===== src/rtl/spim_pkg.sv =====
package spim_pkg;
  typedef enum logic [2:0] {
    ST_IDLE  = 3'd0,
    ST_SETUP = 3'd1,
    ST_SHIFT = 3'd2,
    ST_HOLD  = 3'd3,
    ST_WAIT  = 3'd4,
    ST_GAP   = 3'd5
  } spim_state_e;

  localparam int WORD_W   = 32;
  localparam int EOF_BIT  = 31;
  localparam int NODAT_BIT = 30;
  localparam int FIRST_BIT = 31;
endpackage


===== src/rtl/spim_rate_gen.sv =====
module spim_rate_gen #(
  parameter int PRESC_W = 8,
  parameter int SCR_W   = 8
) (
  input  logic               clk,
  input  logic               rst_n,
  input  logic               run,
  input  logic [PRESC_W-1:0] presc,
  input  logic [SCR_W-1:0]   scr,
  output logic               tick
);
  localparam int CW = PRESC_W + SCR_W;

  logic [PRESC_W-1:0] even_div;
  logic [PRESC_W-1:0] eff_div;
  logic [CW-1:0]      limit;
  logic [CW-1:0]      cnt;
  logic               at_end;

  // bit 0 of the prescaler is dropped; zero behaves as one
  assign even_div = {presc[PRESC_W-1:1], 1'b0};
  assign eff_div  = (even_div == '0) ? PRESC_W'(1) : even_div;
  // eff * (scr + 1) written as eff*scr + eff, fits CW bits
  assign limit    = CW'(eff_div) * CW'(scr) + CW'(eff_div);
  assign at_end   = (cnt == limit - CW'(1));
  assign tick     = run && at_end;

  always_ff @(posedge clk or negedge rst_n) begin
    if (!rst_n) begin
      cnt <= '0;
    end else if (!run || at_end) begin
      cnt <= '0;
    end else begin
      cnt <= cnt + CW'(1);
    end
  end
endmodule


===== src/rtl/spim_cs_decode.sv =====
module spim_cs_decode #(
  parameter int NCS  = 8,
  parameter int SELW = $clog2(NCS)
) (
  input  logic [SELW-1:0] sel,
  input  logic            active,
  output logic [NCS-1:0]  cs_n
);
  for (genvar g = 0; g < NCS; g++) begin : g_line
    assign cs_n[g] = !(active && (sel == SELW'(g)));
  end
endmodule


===== src/rtl/spim_engine.sv =====
module spim_engine
  import spim_pkg::*;
#(
  parameter int DATA_W = 16,
  parameter int SZW    = $clog2(DATA_W)
) (
  input  logic              clk,
  input  logic              rst_n,
  input  logic              enable,
  input  logic              cpol,
  input  logic              cpha,
  input  logic              block_mode,
  input  logic              loopback,
  input  logic [SZW-1:0]    size,
  input  logic              tick,
  input  logic              tx_valid,
  output logic              tx_ready,
  input  logic [WORD_W-1:0] tx_data,
  output logic              rx_valid,
  input  logic              rx_ready,
  output logic [WORD_W-1:0] rx_data,
  output logic              sclk,
  output logic              mosi,
  input  logic              miso,
  output logic              cs_active,
  output logic              busy,
  output logic              run
);
  localparam int HW = SZW + 1;

  spim_state_e       state;
  logic [DATA_W-1:0] tx_sr;
  logic [DATA_W-1:0] rx_sr;
  logic [HW-1:0]     half;
  logic              sclk_q;
  logic              mosi_q;
  logic              eof_q;
  logic              first_q;
  logic              rx_valid_q;
  logic [WORD_W-1:0] rx_data_q;

  logic              open_slot;
  logic              take;
  logic              no_data;
  logic [SZW-1:0]    shamt;
  logic [DATA_W-1:0] aligned;
  logic [HW-1:0]     last_half;
  logic              leading;
  logic              sample_now;
  logic              miso_in;
  logic [WORD_W-1:0] unused_tx_bits;

  assign unused_tx_bits = tx_data;

  assign open_slot  = (state == ST_IDLE) || (state == ST_WAIT);
  assign tx_ready   = enable && open_slot && !rx_valid_q;
  assign take       = tx_valid && tx_ready;
  assign no_data    = tx_data[EOF_BIT] && tx_data[NODAT_BIT];

  // left-align the active bits so the MSB of the word leaves first
  assign shamt      = SZW'(DATA_W - 1) - size;
  assign aligned    = tx_data[DATA_W-1:0] << shamt;
  assign last_half  = {size, 1'b1};
  assign leading    = !half[0];
  assign sample_now = leading ^ cpha;
  assign miso_in    = loopback ? mosi_q : miso;

  assign run       = (state == ST_SETUP) || (state == ST_SHIFT) ||
                     (state == ST_HOLD)  || (state == ST_GAP);
  assign cs_active = (state == ST_SETUP) || (state == ST_SHIFT) ||
                     (state == ST_HOLD)  || (state == ST_WAIT);
  assign busy      = (state != ST_IDLE);
  assign sclk      = (state == ST_SHIFT) ? sclk_q : cpol;
  assign mosi      = mosi_q;
  assign rx_valid  = rx_valid_q;
  assign rx_data   = rx_data_q;

  always_ff @(posedge clk or negedge rst_n) begin
    if (!rst_n) begin
      state      <= ST_IDLE;
      tx_sr      <= '0;
      rx_sr      <= '0;
      half       <= '0;
      sclk_q     <= 1'b0;
      mosi_q     <= 1'b0;
      eof_q      <= 1'b0;
      first_q    <= 1'b0;
      rx_valid_q <= 1'b0;
      rx_data_q  <= '0;
    end else begin
      if (rx_valid_q && rx_ready) begin
        rx_valid_q <= 1'b0;
      end
      case (state)
        ST_IDLE, ST_WAIT: begin
          if (take) begin
            if (no_data) begin
              if (state == ST_WAIT) begin
                state <= ST_GAP;
              end
            end else begin
              half    <= '0;
              sclk_q  <= cpol;
              rx_sr   <= '0;
              eof_q   <= tx_data[EOF_BIT];
              first_q <= (state == ST_IDLE);
              state   <= ST_SETUP;
              if (!cpha) begin
                mosi_q <= aligned[DATA_W-1];
                tx_sr  <= aligned << 1;
              end else begin
                tx_sr  <= aligned;
              end
            end
          end
        end
        ST_SETUP: begin
          if (tick) begin
            state <= ST_SHIFT;
          end
        end
        ST_SHIFT: begin
          if (tick) begin
            sclk_q <= !sclk_q;
            if (sample_now) begin
              rx_sr <= {rx_sr[DATA_W-2:0], miso_in};
            end else begin
              mosi_q <= tx_sr[DATA_W-1];
              tx_sr  <= tx_sr << 1;
            end
            if (half == last_half) begin
              state <= ST_HOLD;
            end else begin
              half <= half + HW'(1);
            end
          end
        end
        ST_HOLD: begin
          if (tick) begin
            rx_valid_q <= 1'b1;
            rx_data_q  <= {first_q, {(WORD_W-DATA_W-1){1'b0}}, rx_sr};
            state      <= (block_mode && !eof_q) ? ST_WAIT : ST_GAP;
          end
        end
        ST_GAP: begin
          if (tick) begin
            state <= ST_IDLE;
          end
        end
        default: state <= ST_IDLE;
      endcase
    end
  end
endmodule


===== src/rtl/spi_block_master.sv =====
module spi_block_master
  import spim_pkg::*;
#(
  parameter int DATA_W  = 16,
  parameter int NCS     = 8,
  parameter int PRESC_W = 8,
  parameter int SCR_W   = 8,
  localparam int SZW    = $clog2(DATA_W),
  localparam int SELW   = $clog2(NCS)
) (
  input  logic               clk,
  input  logic               rst_n,
  input  logic               cfg_enable,
  input  logic               cfg_cpol,
  input  logic               cfg_cpha,
  input  logic               cfg_block,
  input  logic               cfg_loopback,
  input  logic [SZW-1:0]     cfg_size,
  input  logic [SELW-1:0]    cfg_cs_sel,
  input  logic [PRESC_W-1:0] cfg_presc,
  input  logic [SCR_W-1:0]   cfg_scr,
  input  logic               tx_valid,
  output logic               tx_ready,
  input  logic [WORD_W-1:0]  tx_data,
  output logic               rx_valid,
  input  logic               rx_ready,
  output logic [WORD_W-1:0]  rx_data,
  output logic               sclk,
  output logic               mosi,
  input  logic               miso,
  output logic [NCS-1:0]     cs_n,
  output logic               busy
);
  logic tick;
  logic run;
  logic cs_active;

  spim_rate_gen #(
    .PRESC_W (PRESC_W),
    .SCR_W   (SCR_W)
  ) u_rate (
    .clk   (clk),
    .rst_n (rst_n),
    .run   (run),
    .presc (cfg_presc),
    .scr   (cfg_scr),
    .tick  (tick)
  );

  spim_engine #(
    .DATA_W (DATA_W)
  ) u_eng (
    .clk        (clk),
    .rst_n      (rst_n),
    .enable     (cfg_enable),
    .cpol       (cfg_cpol),
    .cpha       (cfg_cpha),
    .block_mode (cfg_block),
    .loopback   (cfg_loopback),
    .size       (cfg_size),
    .tick       (tick),
    .tx_valid   (tx_valid),
    .tx_ready   (tx_ready),
    .tx_data    (tx_data),
    .rx_valid   (rx_valid),
    .rx_ready   (rx_ready),
    .rx_data    (rx_data),
    .sclk       (sclk),
    .mosi       (mosi),
    .miso       (miso),
    .cs_active  (cs_active),
    .busy       (busy),
    .run        (run)
  );

  spim_cs_decode #(
    .NCS (NCS)
  ) u_cs (
    .sel    (cfg_cs_sel),
    .active (cs_active),
    .cs_n   (cs_n)
  );
endmodule


===== config.mk =====
export PLATFORM = sky130hd
export DESIGN_NAME = spi_block_master
export DESIGN_NICKNAME = d
export VERILOG_FILES = /design/src/rtl/spim_pkg.sv /design/src/rtl/spim_rate_gen.sv /design/src/rtl/spim_cs_decode.sv /design/src/rtl/spim_engine.sv /design/src/rtl/spi_block_master.sv
export SDC_FILE = /design/constraint.sdc
export NUM_CORES = 1
export LEC_CHECK = 0
export BUFFER_PORTS_ARGS = -buffer_cell sky130_fd_sc_hd__buf_2
export CAP_MARGIN = 20
export CORE_ASPECT_RATIO = 2
export CORE_MARGIN = 2
export CORE_UTILIZATION = 59
export DETAILED_ROUTE_END_ITERATION = 8
export PLACE_DENSITY = 0.82
export SYNTH_ARGS = -nofsm -noshare
export SYNTH_HDL_FRONTEND = slang
export SYNTH_SLANG_ARGS = --single-unit

===== constraint.sdc =====
create_clock -name clk -period 3.2 [get_ports clk]
set_input_delay 0.32 -clock clk [delete_from_list [all_inputs] [get_ports clk]]
set_output_delay 0.32 -clock clk [all_outputs]
set_load 0.02 [all_outputs]

==> results of run 1 <==
## registers in the layout, indices dropped and copies added, names as in the netlist
name	count
u_eng.eof_q	1
u_eng.first_q	1
u_eng.half	5
u_eng.mosi	1
u_eng.rx_data	17
u_eng.rx_sr	16
u_eng.rx_valid	1
u_eng.sclk_q	1
u_eng.state	3
u_eng.tx_sr	16
u_rate.cnt	16
## final timing paths
| kind | endpoint | slack [ns] | cells after the start |
|---|---|---|---|
| setup / recovery | u_eng.tx_sr[15] | -2.81 | 23 |
| hold / removal | u_eng.rx_data[15] | 0.12 | 1 |
| min in group clk | u_eng.rx_valid | 0.15 | 2 |
| max in group asynchronous | u_eng.tx_sr[2] | 2.42 | 1 |
| hold reg to reg | u_eng.eof_q | 0.49 | 1 |
| setup reg to reg | u_eng.tx_sr[15] | 0.09 | 10 |
## routing by layer
layer / part of all wire, % / wire length, microns / track usage [%] / vias up
li1: - / - / - / 3289
met1: 31 / 7350 / 32.2 / 3524
met2: 55 / 13000 / 62.8 / 328
met3: 4.1 / 967 / 5.37 / 154
met4: 9.1 / 2140 / 25.4 / 0
met5: 0 / 0 / 0 / -
## final cells by class
| cell class | instances | area (sq um) |
|---|---|---|
| Timing Repair Buffer | 206 | 1610 |
| Fill cell | 805 | 2780 |
| Tap cell | 152 | 190 |
| Multi-Input combinational cell | 676 | 5840 |
| Clock inverter | 5 | 35.0 |
| Clock buffer | 10 | 239 |
| Sequential cell | 78 | 1950 |
| Inverter | 72 | 270 |
## stage by stage
| stage | instance area, sq um | TNS, ns |
|---|---|---|
| after floorplan | 7950 | -207.95 |
| after global placement | 8940 | -233.36 |
| after detailed placement | 8940 | -238.63 |
| after CTS | 10000 | -200.96 |
| after global routing | 10100 | -220.52 |
| final | 10100 | -206.69 |
## power by group through the flow
stage               clock network (mW)  registers, mW  logic [mW]
finish                           0.962           1.29        7.61
global route                      1.01           1.30        8.18
CTS                              0.960           1.27        7.04
detailed placement                   0           1.28        5.94
global placement                     0           1.28        5.86
floorplan                            0           1.23        3.56
## Yosys cell counts (5+ instances only)
cell type,number
nand2_1,128
dfrtp_1,78
inv_1,70
nor2_1,54
ha_1,50
o21ai_0,48
fa_1,47
clkbuf_1,37
mux2_2,35
a21oi_1,33
and2_1,29
nand3_1,29
xnor2_1,22
xor2_1,22
mux2i_1,19
buf_4,16
nor3_1,11
o211ai_1,11
mux2_4,9
a211oi_1,8
and3_1,7
nand4_1,7
nor2b_1,7
a21o_1,6
buf_2,5
## critical path: stages
cell       delay, ns
buf_6           0.09
or4_4           0.56
nor2_4          0.17
and2_4          0.18
ha_4            0.12
inv_2           0.04
fa_1            0.49
inv_1           0.05
fa_1            0.44
fa_1            0.49
inv_1           0.05
fa_1            0.52
inv_2           0.05
ha_4            0.28
nand4_1         0.21
a211o_1         0.39
mux2i_1         0.16
or4_4           0.44
nor4_4          0.15
nand4_1         0.25
o21ai_4         0.27
clkbuf_16       0.20
mux2_4          0.29
## what timing repair did
item,CTS,global route
buffers inserted,23,4
hold buffers,0,0
pin swaps,41,7
setup endpoints to repair,76,76
gates resized for setup,116,19
gates cloned,6,0
## logic make-up after synthesis
logic type      Yosys count
mux                      67
buf+inv                 133
xor+xnor                 44
compound gates          146
simple gates            307
fa+ha+maj                97
flops                    78
other cells               1
==> impl_metrics.csv, run 1 <==
group,metric,value,unit
pwr,comb_power_share,77.2,%
yosys,netlist.area_leader.share,25.3,%
yosys,syn-instance-count,873,
die,fp.dieArea,14100,sq um
die,core,12900,sq um
cts,ctsRootBufferMaster,"clkbuf_16",
cts,clock_sinks,78,
die,initial_core_util,59.8,%
place,dp.final_hpwl,15900,microns
yosys,synthMuxAreaShare,10.5,%
cts,clock_latency,0.34,ns
cts,cts_tree,"built",
sta,holdWs,0.125,ns
pwr,p_int,5.41,mW
cells_and_area,layout-drive-gt1-share,34.8,%
yosys,synth_compound_area_share,12.2,%
grt,grt_pass1_wl,37800,microns
grt,grt_pass1_vias,7830,
cts,cts_buffers,9,
yosys,synth_top_cell_by_area,"dfrtp_1",
grt,grt_max_degree,79,
sta,hold_viol,0,
yosys,async_flop_share,100,%
critical_path,cp.arrival,6.23,ns
yosys,synth-simple-area-share,19.2,%
critical_path,crit_type,"in -> reg",
yosys,synthXorXnorAreaFrac,4.99,%
yosys,ys_types,69,
cells_and_area,synthToLayoutAreaGrowth,31.1,%
drt,wirelength,23500,microns
grt,grt.overflow.total,0,
drt,vias,7295,
pwr,p_per_area,973,nW/um^2
status,failed_checks,"negative setup slack",
drt,drtAntennaViolNets,0,
die,rows,59,
critical_path,end_kind,"flop",
drt,wl_per_cell,19.6,microns
status,status,"complete, but fails checks",
cells_and_area,nets,1205,
die,io_pins,110,
critical_path,crit_required,3.42,ns
critical_path,rr_startpoint,"u_rate.cnt[14]",
pwr,netSwitchingPower,4.45,mW
pwr,power.static_leakage,4.87,nW
cells_and_area,final_common_cell,"nand2_1",
sta,finalCritPeriodShare,188,%
pwr,p_clk_share,9.8,%
pwr,seqPwrFrac,13.0,%
cts,clk_pin_slew,0.06,ns
grt,antenna_found_initial,0,
run,drv_cap,0,
cells_and_area,post-route-util,78.5,%
yosys,synth_edf_count,0,
cells_and_area,fin_cells,1199,
sta,finalWorstSetupSlack,-2.81,ns
yosys,synth.avg_cell_area,8.85,sq um
cts,clockBufferDepth,2,
pwr,swShare,45.1,%
sta,tightest_slew,0.981,ns
place,dp_cells,1155,
sta,final_max_slew_viol_count,0,
cells_and_area,mostFrequentLayoutCells,"120 x nand2_1, 99 x buf_4, 78 x dfrtp_1",
sta,min_period,6.01,ns
min_path,holdCritPathClass,"in -> async",
pwr,vdd_drop_max,0.749,mV
critical_path,cp_max_fo,7,
place,port-buffer-count,79,
yosys,ys.warnings.count,0,
die,die_h,166,microns
sta,max_freq,166,MHz
pwr,power.total,9.86,mW
sta,finalSetupViolations,76,
yosys,synth.area.top_cells,"dfrtp_1 25%, fa_1 12%, ha_1 8.1%",
die,die_x,84.9,microns
yosys,synth_seq_cells,78,
drt,firstDrtPassIters,5,
yosys,synth_top_family_by_area,"adder cells",
critical_path,crit_path_start,"cfg_presc[7]",
cells_and_area,antennaDiodeCount,0,
yosys,netlist_area,7730,sq um
sta,skew,0.00757,ns
grt,grt_usage,33.9,%
yosys,yosys.area_share.adder,20.3,%
sta,rsz0062_at_grt,"true",
drt,via_per_inst,6.08,
cts,htree_levels,3,
place,place_ws,-3.32,ns
yosys,ys_seq_area_share,25.3,%
drt,drt_iter0_drc,394,
critical_path,cp-start-kind,"primary input",
yosys,synth_top_flop_cell,"dfrtp_1",
drt,drc,0,
place,globalplace.congestion,0.968,
sta,slew_headroom,34.6,%
(Power assumes the default switching activity.)
==> inputs of run 2 (changes only) <==
--- a/config.mk
+++ b/config.mk
@@ -14,4 +14,5 @@
 export PLACE_DENSITY = 0.82
 export SYNTH_ARGS = -nofsm -noshare
 export SYNTH_HDL_FRONTEND = slang
+export SYNTH_HIERARCHICAL = 1
 export SYNTH_SLANG_ARGS = --single-unit
==> impl_metrics.csv, run 2 <==
group,metric,value,unit
sta,finalWorstSetupSlack,-3.28,ns
drt,wirelength,23300,microns
pwr,p_per_area,792,nW/um^2
sta,hold_viol,0,
sta,finalCritPeriodShare,202,%
sta,finalSetupViolations,76,
pwr,power.total,7.93,mW
grt,grt_max_degree,79,
pwr,vdd_drop_max,0.622,mV
critical_path,end_kind,"flop",
drt,drc,0,
critical_path,crit_type,"in -> reg",
yosys,ys_types,76,
cells_and_area,nets,1168,
cells_and_area,layout-drive-gt1-share,36.7,%
die,die_h,165,microns
critical_path,rr_startpoint,"u_rate/cnt[13]",
cells_and_area,post-route-util,79.3,%
cells_and_area,mostFrequentLayoutCells,"99 x buf_4, 90 x nand2_1, 78 x dfrtp_1",
critical_path,rr_worst_depth,12,
sta,skew,0.00711,ns
drt,firstDrtPassIters,5,
sta,rsz0062_at_grt,"true",
critical_path,reg2reg_slack,-0.05,ns
cts,clock_latency,0.35,ns
grt,grt.overflow.total,0,
cts,ctsRootBufferMaster,"clkbuf_16",
cells_and_area,largest_reg_flops,17,
drt,wl_per_cell,20.1,microns
yosys,ys.warnings.count,6,
yosys,ys_seq_area_share,25.6,%
yosys,netlist_top_cells_count,"110 x nand2_1, 81 x inv_1, 78 x dfrtp_1",
critical_path,crit_path_start,"cfg_presc[6]",
cts,clockBufferDepth,2,
place,dp.final_hpwl,15800,microns
min_path,holdCritPathClass,"in -> async",
drt,drt_iter0_drc,326,
critical_path,cp_slowest_cell,"fa_1",
critical_path,cp_max_fo,8,
critical_path,crit_family,"adder cells",
critical_path,crit_required,3.45,ns
run,drv_cap,0,
pwr,power.static_leakage,4.74,nW
cells_and_area,synthToLayoutAreaGrowth,31.3,%
cts,clock_sinks,78,
critical_path,r2r-end,"u_eng/rx_sr[0]",
yosys,synth.area.top_cells,"dfrtp_1 26%, fa_1 12%, ha_1 8.2%",
sta,tightest_slew,0.980,ns
yosys,async_flop_share,100,%
status,status,"complete, but fails checks",
critical_path,critical_path.max_stage_delay,0.56,ns
cts,ctsHoldBuffers,0,
die,initial_core_util,60.4,%
yosys,synth_top_flop_cell,"dfrtp_1",
die,rows,58,
sta,max_freq,154,MHz
yosys,yosysMostFrequentCell,"nand2_1",
cts,clk_pin_slew,0.06,ns
yosys,netlist_area,7630,sq um
critical_path,cp_num_buf_inv,11,
drt,vias,7122,
cts,htree_levels,3,
critical_path,cp_num_cells,30,
drt,via_per_inst,6.14,
die,io_pins,110,
yosys,synth_top_cell_by_area,"dfrtp_1",
cells_and_area,fill_cells,781,
sta,min_period,6.48,ns
drt,drtAntennaViolNets,0,
grt,grt_pass1_wl,35100,microns
status,failed_checks,"negative setup slack",
grt,grt_usage,32.6,%
critical_path,cp-start-kind,"primary input",
die,fp.dieArea,13900,sq um
yosys,synth_edf_count,0,
cts,cts_tree,"built",
cts,cts_buffers,9,
sta,holdWs,0.120,ns
yosys,syn-instance-count,838,
place,port-buffer-count,79,
cells_and_area,ff_latch_area,1950,sq um
cells_and_area,multi_input_area,5760,sq um
yosys,netlist.area_leader.share,25.6,%
die,core,12600,sq um
place,globalplace.congestion,0.943,
cells_and_area,antennaDiodeCount,0,
grt,grt_pass1_vias,7471,
grt,antenna_found_initial,0,
critical_path,crit_path_end,"u_eng/rx_sr[0]",
die,die_x,84.4,microns
sta,slew_headroom,34.6,%
cells_and_area,final_common_cell,"buf_4",
sta,final_max_slew_viol_count,0,
yosys,synth.avg_cell_area,9.10,sq um
critical_path,cp.arrival,6.73,ns
yosys,synth_seq_cells,78,
==> run 2: changes by cell type in the layout (fill, tap and decap cells not counted), sizes merged, moves of 5 or more <==
cell,before,now
a211oi,8,2
and2,30,41
buf,205,200
inv,72,83
mux2,44,24
mux4,4,12
nand2,128,110
nor2b,8,3
o2111ai,1,8
o211ai,11,5
o21ai,49,38
==> run 2: timing repair <==
| action | CTS | global route |
|---|---|---|
| pin swaps | 54 | 28 |
| setup endpoints to repair | 76 | 76 |
| gates cloned | 6 | 0 |
| buffers inserted | 16 | 11 |
| gates resized for setup | 97 | 54 |
==> run 2: final cells by class <==
| type | instances | area share [%] |
|---|---|---|
| Multi-Input combinational cell | 634 | 57.5 |
| Tap cell | 150 | 1.87 |
| Clock buffer | 9 | 2.25 |
| Timing Repair Buffer | 201 | 15.3 |
| Sequential cell | 78 | 19.5 |
| Inverter | 82 | 3.12 |
| Clock inverter | 6 | 0.462 |
==> run 2: worst min-delay path by stage <==
| stage | startpoint | slack [ns] | endpoint |
|---|---|---|---|
| CTS | rx_ready | 0.16 | u_eng/rx_valid |
| finish | rst_n | 0.12 | u_eng/rx_data[3] |
| floorplan | rst_n | 0.02 | u_eng/eof_q |
| global route | rx_ready | 0.18 | u_eng/rx_valid |
| global placement | u_eng/rx_sr[15] | 0.48 | u_eng/rx_sr[15] |
| detailed placement | u_eng/rx_sr[15] | 0.49 | u_eng/rx_sr[15] |
==> run 2: metal layers <==
metal  vias to the layer above  track usage [%]  routed length [microns]
li1                       3204                -                        -
met1                      3498             29.0                     7170
met2                       303             64.1                    13300
met3                       117             4.00                      994
met4                         0             24.7                     1810
met5                         -                0                        0
==> run 2: logic make-up after synthesis <==
group,Yosys count,share of synthesized area [%]
simple gates,292,19.1
xor+xnor,42,5.00
fa+ha+maj,97,20.5
compound gates,137,12.2
mux,51,9.40
flops,78,25.6
buf+inv,140,8.07
other cells,1,0.0492
==> run 2: worst reg2reg max path, cell delays in order, from the launching register on <==
cell and delay, ns:
dfrtp_1 0.39, xor2_1 0.42, o2111ai_1 0.20, a2111o_1 0.45
or4_4 0.46, nor4_4 0.14, and2_4 0.20, inv_6 0.05
o21ai_4 0.17, nand4_1 0.15, buf_6 0.21, buf_12 0.16
o31ai_2 0.17
==> run 2: power by group <==
group | switching, mW | internal [mW]
combinational | 2.99 | 2.71
clock | 0.423 | 0.526
sequential | 0.151 | 1.13
total | 3.56 | 4.37
==> run 2: metrics by stage <==
step / cells / worst slack (ns) / setup TNS (ns) / cell area (sq um)
4_1_cts: 1153 / -3.33 / -237.65 / 9740
3_5_place_dp: 1117 / -3.73 / -260.41 / 8850
6_report: 1160 / -3.28 / -238.02 / 10000
3_3_place_gp: 1117 / -3.64 / -255.17 / 8850
2_1_floorplan: 852 / -3.53 / -243.38 / 7900
5_1_grt: 1160 / -3.52 / -255.64 / 10000
==> inputs of run 3 (changes only) <==
--- a/config.mk
+++ b/config.mk
@@ -5,13 +5,15 @@
 export SDC_FILE = /design/constraint.sdc
 export NUM_CORES = 1
 export LEC_CHECK = 0
+export ABC_AREA = 1
 export BUFFER_PORTS_ARGS = -buffer_cell sky130_fd_sc_hd__buf_2
 export CAP_MARGIN = 20
 export CORE_ASPECT_RATIO = 2
 export CORE_MARGIN = 2
-export CORE_UTILIZATION = 59
+export CORE_UTILIZATION = 60
 export DETAILED_ROUTE_END_ITERATION = 8
-export PLACE_DENSITY = 0.82
+export PLACE_DENSITY = 0.83
+export REMOVE_ABC_BUFFERS = 1
 export SYNTH_ARGS = -nofsm -noshare
 export SYNTH_HDL_FRONTEND = slang
 export SYNTH_HIERARCHICAL = 1
==> impl_metrics.csv, run 3 <==
group,metric,value,unit
grt,grt_usage,28.3,%
sta,final_max_slew_viol_count,0,
cts,clock_sinks,78,
cts,ctsRootBufferMaster,"clkbuf_16",
sta,finalWorstSetupSlack,-2.13,ns
place,place_area,8830,sq um
critical_path,crit_type,"in -> reg",
critical_path,cp_max_fo,8,
pwr,swShare,49.8,%
drt,drt_iter0_drc,776,
critical_path,cp.arrival,5.56,ns
pwr,vdd_drop_max,0.562,mV
sta,finalCritPeriodShare,167,%
pwr,netSwitchingPower,4.46,mW
sta,max_freq,188,MHz
sta,tightest_slew,0.987,ns
yosys,synth_seq_cells,78,
cts,cts_buffers,9,
critical_path,rr_startpoint,"u_rate/cnt[5]",
pwr,p_int,4.48,mW
cts,htree_levels,3,
cells_and_area,layout-drive-gt1-share,27.8,%
cells_and_area,post-route-util,75.1,%
die,core,13300,sq um
cts,clockBufferDepth,2,
drt,firstDrtPassIters,6,
place,port-buffer-count,79,
cells_and_area,final_common_cell,"nand2_1",
sta,slew_headroom,34.2,%
yosys,synth_edf_count,0,
yosys,synth.avg_cell_area,7.17,sq um
critical_path,rr_worst_depth,19,
cells_and_area,synthToLayoutAreaGrowth,23.2,%
cts,cts_tree,"built",
drt,via_per_inst,5.61,
grt,antenna_found_initial,0,
place,globalplace.congestion,0.965,
cells_and_area,nets,1417,
pwr,comb_power_share,73.4,%
pwr,p_per_area,896,nW/um^2
sta,rsz0062_at_grt,"true",
yosys,ys_seq_area_share,24.1,%
min_path,holdCritPathClass,"in -> async",
status,failed_checks,"negative setup slack",
yosys,netlist_top_cells_count,"300 x nand2_1, 199 x inv_1, 131 x nand3_1",
cells_and_area,antennaDiodeCount,0,
status,status,"complete, but fails checks",
yosys,synth.area.top_cells,"dfrtp_1 24%, nand2_1 14%, fa_1 12%",
yosys,ys_types,48,
cts,clock_latency,0.34,ns
run,drv_cap,0,
sta,skew,0.00693,ns
die,initial_core_util,61.0,%
critical_path,cp_slowest_cell,"fa_1",
critical_path,critical_path.max_stage_delay,0.56,ns
grt,grt_max_degree,79,
sta,min_period,5.33,ns
critical_path,cp-start-kind,"primary input",
drt,drtAntennaViolNets,0,
cts,ctsHoldBuffers,0,
drt,wl_per_cell,15.9,microns
yosys,synth_top_flop_cell,"dfrtp_1",
cells_and_area,fin_area,9980,sq um
grt,grt_pass1_vias,7517,
sta,holdWs,0.149,ns
place,place_ws,-2.57,ns
critical_path,reg2reg_slack,0.59,ns
die,rows,60,
pwr,power.total,8.94,mW
grt,grt_pass1_wl,33800,microns
cells_and_area,largest_reg_flops,17,
pwr,power.static_leakage,5.33,nW
yosys,syn-instance-count,1130,
drt,drc,0,
die,io_pins,110,
grt,grt.overflow.total,0,
critical_path,end_kind,"flop",
die,die_x,86.2,microns
yosys,ys.warnings.count,6,
die,fp.dieArea,14500,sq um
cts,clk_pin_slew,0.06,ns
yosys,netlist_area,8100,sq um
yosys,netlist.area_leader.share,24.1,%
drt,wirelength,22500,microns
drt,vias,7937,
cells_and_area,mostFrequentLayoutCells,"269 x nand2_1, 185 x inv_1, 118 x nand3_1",
yosys,synth_top_cell_by_area,"dfrtp_1",
die,die_h,168,microns
pwr,p_clk_share,11.6,%
critical_path,crit_required,3.43,ns
sta,hold_viol,0,
critical_path,r2r-end,"u_eng/rx_sr[2]",
yosys,async_flop_share,100,%
place,dp.final_hpwl,14000,microns
sta,finalSetupViolations,78,
yosys,yosysMostFrequentCell,"nand2_1",
pwr,seqPwrFrac,15.1,%
==> run 3: cell types whose count changed in the layout (fill, tap and decap cells not counted), sizes merged, moves of 17 or more <==
| cell | before | now |
|---|---|---|
| inv | 83 | 209 |
| and2 | 41 | 1 |
| a21oi | 29 | 12 |
| nand3 | 30 | 137 |
| nor2 | 50 | 95 |
| buf | 200 | 154 |
| nand2 | 110 | 311 |
| o21ai | 38 | 56 |
==> run 3: cell families after synthesis <==
kind of cell | Yosys count | synth area share [%]
XOR/XNOR | 30 | 3.24
AO/OA/AOI/OAI | 73 | 5.48
adder cells (fa/ha/maj) | 97 | 19.3
AND/OR/NAND/NOR | 575 | 32.0
flip-flops | 78 | 24.1
buffers and inverters | 267 | 14.5
multiplexers | 9 | 1.25
other | 1 | 0.0463
==> run 3: worst max-delay path, delay by kind of cell <==
kind / cells / cell delay [ns]
AOI/OAI and AO/OA: 2 / 0.22
adders and majority gates: 6 / 2.85
buffers and inverters: 8 / 0.64
and+or+nand+nor: 14 / 1.51
==> run 3: stage by stage <==
stage	setup TNS, ns	cells
6_report	-148.68	1415
5_1_grt	-165.82	1415
4_1_cts	-136.02	1411
3_5_place_dp	-181.53	1378
3_3_place_gp	-171.63	1378
2_1_floorplan	-145.98	1085
==> run 3: cell type report <==
cell class	instances	area [sq um]
multi-input cells	801	5550
repair inverters	3	20.0
well taps	155	194
flip-flops and latches	78	1950
clock inverters	6	70.1
inverters	208	788
clock buffers	10	229
repair buffers	154	1170
fillers	886	3310
==> run 3: routing by layer <==
layer / vias to the layer above / part of all wire [%] / global-route usage [%]
met1: 3748 / 37 / 34.2
met5: - / 0 / 0
met3: 106 / 5.5 / 3.73
li1: 3710 / - / -
met2: 373 / 53 / 50.7
met4: 0 / 4.5 / 10.3
==> run 3: repair_timing <==
action,CTS,global route
gates cloned,7,2
pin swaps,47,23
endpoints found under the setup margin,78,78
setup buffers,12,5
gates resized for setup,122,64
==> run 3: power by group through the flow <==
stage	clock network, mW	registers [mW]	logic, mW
2_1_floorplan	0	1.29	3.62
3_3_place_gp	0	1.32	4.93
3_5_place_dp	0	1.33	5.09
4_1_cts	1.03	1.31	5.94
5_1_grt	1.08	1.35	7.24
6_report	1.03	1.35	6.56
==> run 3: worst max-delay path by stage <==
stage	start	endpoint	slack, ns	cells past startpoint
2_1_floorplan	cfg_presc[5]	u_eng/mosi	-2.15	30
3_3_place_gp	cfg_presc[5]	u_eng/tx_sr[13]	-2.38	30
3_5_place_dp	cfg_presc[5]	u_eng/tx_sr[6]	-2.57	30
4_1_cts	cfg_presc[6]	u_eng/rx_sr[3]	-1.90	30
5_1_grt	cfg_presc[3]	u_eng/rx_sr[6]	-2.36	29
6_report	cfg_presc[3]	u_eng/rx_sr[2]	-2.13	30
